File: src/rtl/sbs_pkg.sv
package sbs_pkg;

  localparam int MODE_W = 13;

  typedef struct packed {
    logic       full;
    logic       inter;
    logic       lat3;
    logic       wr_single;
    logic [1:0] len_lg;
  } cfg_t;

  localparam cfg_t CFG_RESET = '{full: 1'b0, inter: 1'b0, lat3: 1'b0,
                                 wr_single: 1'b0, len_lg: 2'd0};

  function automatic logic mode_reserved(input logic [MODE_W-1:0] w);
    logic bad;
    bad = 1'b0;
    if (w[2] && (w[1:0] != 2'b11)) bad = 1'b1;
    if ((w[2:0] == 3'b111) && w[3]) bad = 1'b1;
    if ((w[6:4] != 3'b010) && (w[6:4] != 3'b011)) bad = 1'b1;
    if (w[8:7] != 2'b00) bad = 1'b1;
    if (w[12:10] != 3'b000) bad = 1'b1;
    return bad;
  endfunction

  function automatic cfg_t mode_decode(input logic [MODE_W-1:0] w);
    cfg_t c;
    c.full      = (w[2:0] == 3'b111);
    c.inter     = w[3];
    c.lat3      = w[4];
    c.wr_single = w[9];
    c.len_lg    = w[1:0];
    return c;
  endfunction

endpackage

File: src/rtl/sbs_mode_reg.sv
module sbs_mode_reg
  import sbs_pkg::*;
#(
  parameter int LOCK_CYC = 2
) (
  input  logic              clk,
  input  logic              rst_n,
  input  logic              ld_valid,
  input  logic [MODE_W-1:0] ld_word,
  input  logic              all_idle,
  output cfg_t              cfg,
  output logic              busy,
  output logic              ld_err
);
  localparam int LCW = $clog2(LOCK_CYC + 1);

  logic [LCW-1:0] lock_q;
  cfg_t           cfg_q;
  logic           err_q;
  logic           accept;

  assign busy   = (lock_q != '0);
  assign accept = ld_valid && all_idle && !busy && !mode_reserved(ld_word);

  always_ff @(posedge clk) begin
    if (!rst_n) begin
      cfg_q  <= CFG_RESET;
      lock_q <= '0;
      err_q  <= 1'b0;
    end else begin
      err_q <= ld_valid && !accept;
      if (accept) begin
        cfg_q  <= mode_decode(ld_word);
        lock_q <= LCW'(LOCK_CYC);
      end else if (busy) begin
        lock_q <= lock_q - 1'b1;
      end
    end
  end

  assign cfg    = cfg_q;
  assign ld_err = err_q;

endmodule

File: src/rtl/sbs_burst_gen.sv
module sbs_burst_gen
  import sbs_pkg::*;
#(
  parameter int COL_W = 9
) (
  input  logic             clk,
  input  logic             rst_n,
  input  cfg_t             cfg,
  input  logic             blocked,
  input  logic             cmd_valid,
  input  logic             cmd_write,
  input  logic [COL_W-1:0] cmd_col,
  input  logic             term,
  output logic             cmd_ready,
  output logic             col_valid,
  output logic [COL_W-1:0] col_addr,
  output logic             col_write,
  output logic             col_last,
  output logic             col_lat3
);
  logic [COL_W-1:0] start_q, mask_q, cnt_q;
  logic             inter_q, full_q, write_q, lat3_q, valid_q;
  logic             single, take, last_w;
  logic [COL_W-1:0] mask_new, step;

  function automatic logic [COL_W-1:0] order_addr(
      input logic [COL_W-1:0] s, input logic [COL_W-1:0] m,
      input logic il, input logic [COL_W-1:0] k);
    logic [COL_W-1:0] off;
    off = il ? (s ^ k) : (s + k);
    return (s & ~m) | (off & m);
  endfunction

  assign single   = cmd_write && cfg.wr_single;
  assign mask_new = single   ? '0 :
                    cfg.full ? '1 :
                    ((COL_W'(1) << cfg.len_lg) - COL_W'(1));

  assign last_w    = valid_q && (full_q ? term : (cnt_q == mask_q));
  assign cmd_ready = !blocked && (!valid_q || last_w);
  assign take      = cmd_valid && cmd_ready;
  assign step      = cnt_q + 1'b1;

  always_ff @(posedge clk) begin
    if (!rst_n) begin
      valid_q <= 1'b0;
      start_q <= '0;
      mask_q  <= '0;
      cnt_q   <= '0;
      inter_q <= 1'b0;
      full_q  <= 1'b0;
      write_q <= 1'b0;
      lat3_q  <= 1'b0;
    end else if (take) begin
      valid_q <= 1'b1;
      start_q <= cmd_col;
      mask_q  <= mask_new;
      cnt_q   <= '0;
      inter_q <= cfg.inter;
      full_q  <= cfg.full && !single;
      write_q <= cmd_write;
      lat3_q  <= cfg.lat3;
    end else if (last_w) begin
      valid_q <= 1'b0;
    end else if (valid_q) begin
      cnt_q <= step;
    end
  end

  assign col_valid = valid_q;
  assign col_addr  = order_addr(start_q, mask_q, inter_q, cnt_q);
  assign col_write = write_q;
  assign col_last  = last_w;
  assign col_lat3  = lat3_q;

endmodule

File: src/rtl/sbs_rd_pipe.sv
module sbs_rd_pipe #(
  parameter int MAX_LAT = 3
) (
  input  logic                       clk,
  input  logic                       rst_n,
  input  logic                       issue,
  input  logic [$clog2(MAX_LAT+1)-1:0] lat,
  output logic                       rd_valid
);
  localparam int LW = $clog2(MAX_LAT + 1);

  logic [MAX_LAT-1:0] v_q;
  logic [LW-1:0]      l_q [MAX_LAT];
  logic [MAX_LAT-1:0] hit;

  always_ff @(posedge clk) begin
    if (!rst_n) begin
      v_q     <= '0;
      l_q[0]  <= '0;
    end else begin
      v_q[0] <= issue;
      l_q[0] <= lat;
    end
  end

  for (genvar i = 1; i < MAX_LAT; i++) begin : g_stage
    always_ff @(posedge clk) begin
      if (!rst_n) begin
        v_q[i] <= 1'b0;
        l_q[i] <= '0;
      end else begin
        v_q[i] <= v_q[i-1];
        l_q[i] <= l_q[i-1];
      end
    end
  end

  for (genvar i = 0; i < MAX_LAT; i++) begin : g_tap
    assign hit[i] = v_q[i] && (l_q[i] == LW'(i + 1));
  end

  assign rd_valid = |hit;

endmodule

File: src/rtl/sdram_burst_seq.sv
module sdram_burst_seq
  import sbs_pkg::*;
#(
  parameter int COL_W    = 9,
  parameter int LOCK_CYC = 2
) (
  input  logic             clk,
  input  logic             rst_n,
  input  logic             ld_valid,
  input  logic [12:0]      ld_word,
  input  logic             all_idle,
  output logic             busy,
  output logic             ld_err,
  input  logic             cmd_valid,
  output logic             cmd_ready,
  input  logic             cmd_write,
  input  logic [COL_W-1:0] cmd_col,
  input  logic             term,
  output logic             col_valid,
  output logic [COL_W-1:0] col_addr,
  output logic             col_write,
  output logic             col_last,
  output logic             rd_valid
);
  localparam int MAX_LAT = 3;
  localparam int LW      = $clog2(MAX_LAT + 1);

  cfg_t          cfg;
  logic          col_lat3;
  logic [LW-1:0] lat;

  sbs_mode_reg #(.LOCK_CYC(LOCK_CYC)) u_mode (
    .clk      (clk),
    .rst_n    (rst_n),
    .ld_valid (ld_valid),
    .ld_word  (ld_word),
    .all_idle (all_idle),
    .cfg      (cfg),
    .busy     (busy),
    .ld_err   (ld_err)
  );

  sbs_burst_gen #(.COL_W(COL_W)) u_burst (
    .clk       (clk),
    .rst_n     (rst_n),
    .cfg       (cfg),
    .blocked   (busy || ld_valid),
    .cmd_valid (cmd_valid),
    .cmd_write (cmd_write),
    .cmd_col   (cmd_col),
    .term      (term),
    .cmd_ready (cmd_ready),
    .col_valid (col_valid),
    .col_addr  (col_addr),
    .col_write (col_write),
    .col_last  (col_last),
    .col_lat3  (col_lat3)
  );

  assign lat = col_lat3 ? LW'(3) : LW'(2);

  sbs_rd_pipe #(.MAX_LAT(MAX_LAT)) u_rd (
    .clk      (clk),
    .rst_n    (rst_n),
    .issue    (col_valid && !col_write),
    .lat      (lat),
    .rd_valid (rd_valid)
  );

endmodule

File: config.mk
export PLATFORM = sky130hd
export DESIGN_NAME = sdram_burst_seq
export DESIGN_NICKNAME = d
export VERILOG_FILES = /design/src/rtl/sbs_pkg.sv /design/src/rtl/sbs_mode_reg.sv /design/src/rtl/sbs_burst_gen.sv /design/src/rtl/sbs_rd_pipe.sv /design/src/rtl/sdram_burst_seq.sv
export SDC_FILE = /design/constraint.sdc
export NUM_CORES = 1
export LEC_CHECK = 0
export CAP_MARGIN = 5
export CORE_ASPECT_RATIO = 1.75
export CORE_MARGIN = 10
export CORE_UTILIZATION = 47
export DETAILED_ROUTE_END_ITERATION = 12
export PLACE_DENSITY = 0.76
export SLEW_MARGIN = 10
export SYNTH_ARGS = -nofsm -noshare
export SYNTH_HDL_FRONTEND = slang
export SYNTH_SLANG_ARGS = --single-unit
File: constraint.sdc
create_clock -name clk -period 2 [get_ports clk]
set_input_delay 0.2 -clock clk [delete_from_list [all_inputs] [get_ports clk]]
set_output_delay 0.2 -clock clk [all_outputs]
set_load 0.05 [all_outputs]
==> flow_summary.ini, run 1 <==
[clock_network]
cts_buffers = 5
clock_latency_ns = 0.31
clkSinkCount = 42
cts_tree = done
cts.clk_slew.worst_paths_ns = 0.09
htreeDepth = 2
cts_root_buffer = clkbuf_8
max-clock-path-buffers = 2

[finish]
utilization_pct = 81.5
nFillCells = 266
area_delta_synth_final_pct = 66.4
num-nets-final = 406
layout.cells.non_filler = 419
register_area_um2 = 853
multi_input_area_um2 = 1720
antenna_cells = 0
drive_gt1_share_pct = 39.5

[timing]
rsz0062_at_grt = true
finalHoldViolations = 0
fmax_mhz = 398
worst_slack_ns = -0.514
finClkSkew_ns = 0.00732
finalCritPeriodShare_pct = 126
period_minus_slack_ns = 2.51
slew-limit-headroom_pct = 63.6
slew_viol_final = 0
tightest_slew_ns = 0.545
setup_viol = 38

[floorplanning]
rows = 33
dieHeight_um = 113
start_util_pct = 49.0
dieArea_um2 = 8270
pin_count = 45
die_x_um = 73.2
core_um2 = 4750

[worst_setup_path]
worstSetupEndpointType = output pin
rr_startpoint = u_burst.cnt_q[1]
cp_data_arrival_time_ns = 2.31
cp.required_ns = 1.80
r2r-end = u_burst.cnt_q[7]
reg2reg_depth = 12
path_max_fanout = 2
path_cells = ha_4, inv_2, fa_2, nor2b_2, o31a_1, o211ai_1, o311ai_2, xor2_2, buf_12
cp-start-kind = flop
critical-path-max-stage-delay_ns = 0.37
critPathSlowestCell = dfxtp_2
r2r_setup_slack_ns = -0.40
crit_type = reg -> out

[yosys]
synth_top_area_cell = dfxtp_1
synth_fp_nets = 314
synth_ff_type = dfxtp_1
synth_cell_types = 48
ys_seq_area_share_pct = 36.2
yosys_warnings = 4
synthesis.area_um2 = 2320
syn_inst = 274
synth_area_leaders = dfxtp_1 36%, ha_1 5.4%, o21ai_0 5.0%
synth_edf_count = 0
netlist_top_cells_count = 42 x dfxtp_1, 29 x nand2_1, 23 x o21ai_0
yosysMostFrequentCell = dfxtp_1
synth-async-reset-ratio_pct = 0
synth-seq-cells = 42
synth_top_area_share_pct = 36.2
avgSynthCellArea_um2 = 8.48

[power_and_ir_drop]
swShare_pct = 27.0
intPower_mw = 1.34
p_leak_nw = 1.47
p_comb_share_pct = 18.1
p_switching_mw = 0.496
vdd_ir_drop_max_uv = 715
clkPwrFrac_pct = 35.0
pwr-share-seq_pct = 46.9
power.total_mw = 1.83
power_density_nw_per_um2 = 474

[global_routing]
grt_max_degree = 26
grt_pass1_vias = 2516
grt_pass1_wl_mm = 12.0
grt_use_total_pct = 17.9
grt_overflow = 0
antenna_found_initial = 0

[detailed_routing]
dr.pass1.iters = 5
drt_iter0_drc = 215
postRouteWirelength_mm = 8.31
via_count = 2470
drt_drc_violations_left = 0
detail-route-antenna-nets = 0
routed_via_density = 5.89
routedWlPerCell_um = 19.8

[outcome]
status = finished, violations left
violations = negative setup slack

[hold_path]
worstHoldEndpoint = u_burst.start_q[6]
hp-start = cmd_col[6]
whs_path_depth = 3
timing.hold.worst.class = in -> reg

[placement]
dpl.hpwl_mm = 4.90
gp_congestion = 0.861
dp_cells = 392
port_buffers = 44

[job]
maxCapViolCount = 0
==> how the worst max path moves through the flow <==
| stage | slack [ns] | to | start |
|---|---|---|---|
| 5_1_grt | -0.60 | col_addr[8] | u_burst.cnt_q[0] |
| 6_report | -0.51 | col_addr[8] | u_burst.start_q[0] |
| 4_1_cts | -0.55 | col_addr[8] | u_burst.start_q[0] |
| 3_3_place_gp | -0.20 | u_mode.cfg[0] | ld_word[7] |
| 2_1_floorplan | -0.25 | col_addr[8] | u_burst.cnt_q[0] |
| 3_5_place_dp | -0.34 | u_mode.cfg[1] | ld_word[7] |
==> cell usage in the layout (no fill, tap or decap), types with 3 or more instances in the layout <==
master,Yosys,routed
and3_1,4,4
mux2i_1,8,6
xor2_1,6,5
nand2_1,29,28
xnor2_2,0,3
or2_2,3,3
clkbuf_8,0,5
buf_8,0,6
and2_1,7,5
buf_4,3,37
dfxtp_2,0,4
xnor2_1,10,7
nor2b_1,10,9
nand4_1,8,8
o21a_1,3,3
o21ai_2,1,13
nor2_1,16,15
buf_6,3,5
a21oi_1,10,3
o211ai_1,5,5
dfxtp_1,42,36
ha_4,0,4
nand3_1,17,7
buf_12,0,15
a21oi_2,1,6
nand3_2,0,8
ha_1,10,6
o21ai_0,23,3
o21ai_1,4,11
inv_1,10,9
clkdlybuf4s50_1,0,33
==> final cells by class <==
type | instances | share of cell area (%)
Clock buffer | 6 | 2.43
Clock inverter | 2 | 0.388
Inverter | 10 | 0.970
Multi-Input combinational cell | 210 | 44.5
Sequential cell | 42 | 22.1
Tap cell | 52 | 1.68
Timing Repair Buffer | 97 | 28.0
==> registers in the layout, indices dropped and copies added, names as in the netlist <==
register / flops
u_burst.col_write: 1
u_burst.start_q: 9
u_rd.v_q: 1
u_burst.full_q: 1
u_burst.inter_q: 1
u_mode.lock_q: 2
u_rd.l_q: 2
u_mode.cfg: 6
u_mode.ld_err: 1
u_burst.mask_q: 7
u_burst.col_valid: 1
u_burst.cnt_q: 9
u_burst.col_lat3: 1
==> critical path: cells and delay by family, from the launching register on <==
family          cells  cell delay (ns)
compound gates      3             0.60
xor+xnor            1             0.21
simple gates        1             0.14
buf+inv             2             0.20
fa+ha+maj           2             0.50
flops               1             0.37
==> what timing repair did <==
action / CTS / global route
resized for setup: 56 / 45
hold buffers: 0 / 0
setup buffers: 11 / 9
gates cloned: 3 / 0
pin swaps: 33 / 29
endpoints found under the setup margin: 26 / 45
==> kinds of logic after synthesis <==
| group | synth area share, % |
|---|---|
| and+or+nand+nor | 25.7 |
| AOI/OAI and AO/OA | 15.8 |
| DFF | 36.2 |
| buffers and inverters | 5.22 |
| xor gates and xnor gates | 6.03 |
| muxes | 4.90 |
| adders and majority gates | 6.24 |
==> stage by stage <==
step	TNS [ns]	cell area, µm²	setup slack (ns)	hold WS, ns
global placement	-1.52	3230	-0.195	0.424
floorplan	-0.376	2410	-0.249	0.228
CTS	-4.67	3700	-0.554	0.447
detailed placement	-2.51	3230	-0.339	0.436
global route	-13.91	3870	-0.605	0.454
finish	-11.91	3870	-0.514	0.442
==> power by group through the flow <==
stage | sequential [mW] | combinational, mW | clock (mW)
CTS | 0.858 | 0.317 | 0.637
floorplan | 0.886 | 0.119 | 0
finish | 0.860 | 0.332 | 0.643
global route | 0.861 | 0.350 | 0.686
detailed placement | 0.878 | 0.276 | 0
global placement | 0.878 | 0.272 | 0
==> metal layers <==
metal  vias up  share of wire (%)  GRT usage [%]
li1       1155                  -              -
met1      1203                 35           17.4
met2        82                 55           32.9
met3        30                4.2           4.20
met4         0                5.1           9.41
met5         -                  0              0
No activity file was read; power rests on OpenSTA's default activity.
==> run 2, diff against run 1 <==
--- a/config.mk
+++ b/config.mk
@@ -11,6 +11,7 @@
 export CORE_UTILIZATION = 47
 export DETAILED_ROUTE_END_ITERATION = 12
 export PLACE_DENSITY = 0.76
+export SKIP_LAST_GASP = 1
 export SLEW_MARGIN = 10
 export SYNTH_ARGS = -nofsm -noshare
 export SYNTH_HDL_FRONTEND = slang
==> constraint.sdc (replaced) <==
create_clock -name clk -period 2 [get_ports clk]
set_input_delay 0.4 -clock clk [delete_from_list [all_inputs] [get_ports clk]]
set_output_delay 0.4 -clock clk [all_outputs]
set_load 0.05 [all_outputs]
==> run 2 against run 1 <==
  * The run still ends with negative setup slack left
  * Global-route usage rose by 2.6 points
  * Clock-buffer cell count increased by 1
  * Register-to-register slack better by 0.12 ns
  * Die area unchanged
  * Final cell count grew 5.5%
==> flow_summary.ini, run 2 (synthesis gave the netlist of run 1 again) <==
[timing]
finClkSkew_ns = 0.00839
slew-limit-headroom_pct = 65.8
worst_slack_ns = -0.923
fmax_mhz = 342
finalCritPeriodShare_pct = 146
setup_viol = 39
tightest_slew_ns = 0.511
rsz0062_at_grt = true
finalHoldViolations = 0
slew_viol_final = 0
period_minus_slack_ns = 2.92

[finish]
drive_gt1_share_pct = 44.9
area_delta_synth_final_pct = 79.8
layout.cells.non_filler = 442
antenna_cells = 0
num-nets-final = 429
register_area_um2 = 858
final_common_cell = buf_4
multi_input_area_um2 = 1870
mostFrequentLayoutCells = 56 x buf_4, 34 x dfxtp_1, 28 x nand2_1
reg.largest.list = u_burst.cnt_q: 9 flops, u_burst.start_q: 9 flops, u_burst.mask_q: 7 flops
nFillCells = 206

[worst_setup_path]
crit_end = col_addr[8]
path_cells = ha_4, inv_2, fa_2, nor2b_4, o31a_1, o211ai_1, nand4_1, o311ai_2, xor2_2, buf_12
cp_data_arrival_time_ns = 2.52
path_max_fanout = 2
cp.required_ns = 1.60
critPathLaunch = u_burst.cnt_q[0]
critPathSlowestCell = dfxtp_4
r2r_setup_slack_ns = -0.28
critical-path-max-stage-delay_ns = 0.36
worstSetupEndpointType = output pin
reg2reg_depth = 12
r2r-end = u_burst.inter_q
cp-start-kind = flop
crit_type = reg -> out
rr_startpoint = u_burst.cnt_q[1]

[floorplanning]
dieArea_um2 = 8270
rows = 33
start_util_pct = 49.0
die_x_um = 73.2
dieHeight_um = 113
pin_count = 45
core_um2 = 4750

[placement]
gp_congestion = 0.844
dpl.hpwl_mm = 5.22
place_ws_ns = -0.474
dp_cells = 409
port_buffers = 44

[outcome]
violations = negative setup slack
status = finished, violations left

[power_and_ir_drop]
swShare_pct = 27.9
p_leak_nw = 1.62
pwr-share-seq_pct = 48.4
power_density_nw_per_um2 = 424
vdd_ir_drop_max_uv = 531
p_comb_share_pct = 20.3
clkPwrFrac_pct = 31.3
intPower_mw = 1.28
p_switching_mw = 0.494

[global_routing]
grt_overflow = 0
grt_pass1_wl_mm = 13.7
grt_use_total_pct = 20.5
grt_max_degree = 48
grt_pass1_vias = 2749
antenna_found_initial = 0

[detailed_routing]
drt_iter0_drc = 250
routedWlPerCell_um = 22.0
detail-route-antenna-nets = 0
drt_drc_violations_left = 0
routed_via_density = 6.05
dr.pass1.iters = 5
postRouteWirelength_mm = 9.74
via_count = 2675

[clock_network]
cts_tree = done
clock_latency_ns = 0.30
cts_buffers = 5
max-clock-path-buffers = 2
cts_root_buffer = clkbuf_8
htreeDepth = 2
clkSinkCount = 42
cts.clk_slew.worst_paths_ns = 0.08

[hold_path]
timing.hold.worst.class = reg -> reg

[job]
maxCapViolCount = 0
[run 2: cell types whose count changed in the layout (fill, tap and decap cells not counted), moves of 4 or more]
| cell | change |
|---|---|
| clkdlybuf4s50_1 | -6 |
| buf_4 | +19 |
| a21oi_2 | -4 |
| buf_6 | +6 |
| nand3_1 | -4 |
| xnor2_1 | -4 |
[run 2: metal layers]
metal  vias up  track usage, %  part of all wire (%)
li1       1195               -                     -
met1      1303            20.3                    35
met2       129            37.1                    55
met3        48            4.11                   4.8
met4         0            12.3                   5.4
met5         -               0                     0
[run 2: through the flow]
step           total power, mW  cell area, µm²  hold slack, ns  TNS [ns]  utilization [%]
3_3_place_gp              1.17            3440           0.425     -7.45             72.4
3_5_place_dp              1.18            3440           0.427     -8.55             72.4
2_1_floorplan             1.01            2490           0.413     -1.02                -
5_1_grt                   1.82            4180           0.484    -13.06             88.0
6_report                  1.77            4180           0.465    -10.11             88.0
4_1_cts                   1.73            3860           0.439     -7.87             81.4
[run 2: worst min path at each step]
stage	start	to	slack, ns	cells after the start
final	u_mode.lock_q[0]	u_mode.lock_q[0]	0.47	1
after global routing	u_mode.lock_q[0]	u_mode.lock_q[0]	0.48	1
after CTS	u_mode.lock_q[0]	u_mode.lock_q[0]	0.44	1
after detailed placement	u_mode.lock_q[0]	u_mode.lock_q[0]	0.43	1
after global placement	u_mode.lock_q[0]	u_mode.lock_q[0]	0.42	1
after floorplan	u_mode.lock_q[0]	u_mode.lock_q[0]	0.41	1
[run 2: what timing repair did]
item / 4_1_cts / 5_1_grt
buffers inserted: 17 / 10
resized for setup: 46 / 70
endpoints found under the setup margin: 47 / 46
hold buffers: 0 / 0
gates cloned: 3 / 1
pin swaps: 14 / 39
[run 2: critical path, delay by kind of cell (launching register included)]
kind,cells,cell delay (ns)
AO/OA/AOI/OAI,3,0.80
adder cells (fa/ha/maj),2,0.39
XOR/XNOR,1,0.22
AND/OR/NAND/NOR,2,0.23
flip-flops,1,0.36
buffers and inverters,2,0.22
[run 2: area by class of cell]
class	instances	share of cell area (%)
multi-input cells	210	44.7
well taps	52	1.56
repair buffers	120	30.3
flip-flops and latches	42	20.5
inverters	10	0.898
clock buffers	7	1.83
clock inverters	1	0.180
[run 2: power by group through the flow]
stage	clock [mW]	combinational, mW	sequential (mW)
floorplan	0	0.125	0.886
global placement	0	0.298	0.876
detailed placement	0	0.304	0.877
CTS	0.546	0.331	0.857
global route	0.584	0.378	0.858
finish	0.555	0.360	0.857
==> run 3, diff against run 2 <==
--- a/config.mk
+++ b/config.mk
@@ -5,8 +5,8 @@
 export SDC_FILE = /design/constraint.sdc
 export NUM_CORES = 1
 export LEC_CHECK = 0
-export CAP_MARGIN = 5
-export CORE_ASPECT_RATIO = 1.75
+export CAP_MARGIN = 0
+export CORE_ASPECT_RATIO = 1.2
 export CORE_MARGIN = 10
 export CORE_UTILIZATION = 47
 export DETAILED_ROUTE_END_ITERATION = 12
==> run 3 against run 2 <==
  * Setup slack improved by 0.19 ns
  * The flow still finishes with violations (negative setup slack)
  * Highest routed layer unchanged
  * Cell area decreased by 2.1%
  * Clock-buffer cell count unchanged
  * Hold slack got worse by 0.032 ns
  * Clock skew about the same
==> flow_summary.ini, run 3 (synthesis gave the netlist of run 1 again) <==
[placement]
port_buffers = 44
dpl-instance-area_um2 = 3420
gp_congestion = 0.863
dpl.hpwl_mm = 5.13
place_ws_ns = -0.488

[finish]
num-nets-final = 430
reg.largest.list = u_burst.cnt_q: 9 flops, u_burst.start_q: 9 flops, u_burst.mask_q: 7 flops
mostFrequentLayoutCells = 58 x buf_4, 35 x dfxtp_1, 28 x nand2_1
drive_gt1_share_pct = 43.7
area_delta_synth_final_pct = 76.0
final_common_cell = buf_4
finalInstanceArea_um2 = 4090
utilization_pct = 84.0
antenna_cells = 0

[worst_setup_path]
cp_data_arrival_time_ns = 2.33
worstSetupEndpointType = output pin
cp-start-kind = flop
cp.required_ns = 1.60
path_max_fanout = 2
crit_type = reg -> out

[floorplanning]
die_x_um = 84.2
pin_count = 45
dieArea_um2 = 8170
rows = 28
core_um2 = 4870
start_util_pct = 47.7
dieHeight_um = 97.0

[clock_network]
cts.clk_slew.worst_paths_ns = 0.08
clock_latency_ns = 0.30
cts_tree = done
cts_buffers = 5
clkSinkCount = 42
hold_buffers = 0
htreeDepth = 2
cts_root_buffer = clkbuf_8
max-clock-path-buffers = 2

[outcome]
violations = negative setup slack
status = finished, violations left

[timing]
fmax_mhz = 366
fin_setup_tns_ns = -12.91
finClkSkew_ns = 0.00814
finalHoldViolations = 0
finalCritPeriodShare_pct = 137
setup_viol = 42
rsz0062_at_grt = true
slew-limit-headroom_pct = 66.3
tightest_slew_ns = 0.504
period_minus_slack_ns = 2.73
slew_viol_final = 0
worst_slack_ns = -0.734

[global_routing]
grt_max_degree = 34
grt_use_total_pct = 19.3
grt_pass1_vias = 2636
antenna_found_initial = 0
grt_pass1_wl_mm = 13.2
grt_overflow = 0

[job]
maxCapViolCount = 0

[detailed_routing]
routed_via_density = 5.85
detail-route-antenna-nets = 0
postRouteWirelength_mm = 9.57
via_count = 2639
drt_drc_violations_left = 0
dr.pass1.iters = 6
routed.top_layer = met4
drt_iter0_drc = 198
routed-wl-met3_um = 492
wl_met2_mm = 5.16
routedWlPerCell_um = 21.2
routedLengthMet1_mm = 3.53

[power_and_ir_drop]
power.total_mw = 1.94
power_density_nw_per_um2 = 473
p_leak_nw = 1.61
vdd_ir_drop_max_uv = 467

[hold_path]
timing.hold.worst.class = in -> reg
==> run 3: cell types whose count changed in the layout (fill, tap and decap cells not counted), sizes merged <==
cell           change
buf                +3
clkinvlp           -1
clkbuf             -1
bufinv             +1
clkdlybuf4s50      -1
==> run 3: path summary, 6_finish.rpt <==
| check | startpoint | to | slack (ns) | cells past startpoint |
|---|---|---|---|---|
| hold / removal | ld_word[3] | u_mode.cfg[4] | 0.43 | 3 |
| setup / recovery | u_burst.start_q[0] | col_addr[8] | -0.73 | 9 |
| hold reg to reg | u_mode.cfg[3] | u_burst.col_lat3 | 0.47 | 2 |
| setup reg to reg | u_burst.cnt_q[1] | u_burst.mask_q[2] | -0.38 | 13 |
==> run 3: critical path, cell delays in order (launching register included) <==
cell and delay (ns):
dfxtp_2 0.37, ha_4 0.15, inv_2 0.04, fa_2 0.35
nor2b_2 0.14, o31a_1 0.16, o211ai_1 0.13, o311ai_2 0.31
xor2_2 0.22, buf_12 0.16
==> run 3: layout make-up <==
cell class / count / area [µm²]
Multi-Input combinational cell: 210 / 1780
Timing Repair Buffer: 121 / 1230
Sequential cell: 42 / 855
Fill cell: 240 / 777
Clock buffer: 7 / 86.3
Tap cell: 60 / 75.1
Inverter: 10 / 37.5
Clock inverter: 1 / 30.0
==> run 3: per-stage QoR <==
stage / hold WS (ns) / cells
floorplan: 0.413 / 274
global placement: 0.427 / 416
detailed placement: 0.434 / 416
CTS: 0.456 / 442
global route: 0.440 / 451
finish: 0.433 / 451
==> run 3: repair_timing <==
| action | in CTS | in global routing |
|---|---|---|
| pin swaps | 37 | 23 |
| endpoints found under the hold margin | 0 | 0 |
| gates resized for setup | 58 | 49 |
| endpoints found under the setup margin | 45 | 46 |
| setup buffers | 14 | 18 |
| gates cloned | 4 | 0 |
==> run 3: per-layer routing <==
layer  track usage (%)  up-vias
li1                  -     1195
met3              4.78       36
met5                 0        -
met2              34.9      130
met1              20.0     1278
met4              9.42        0
==> run 3: power breakdown <==
part | internal [mW] | switching (mW) | total, mW | leakage (nW)
registers | 0.847 | 0.0120 | 0.859 | 0.344
logic | 0.186 | 0.179 | 0.366 | 1.21
clock network | 0.407 | 0.303 | 0.711 | 0.0585
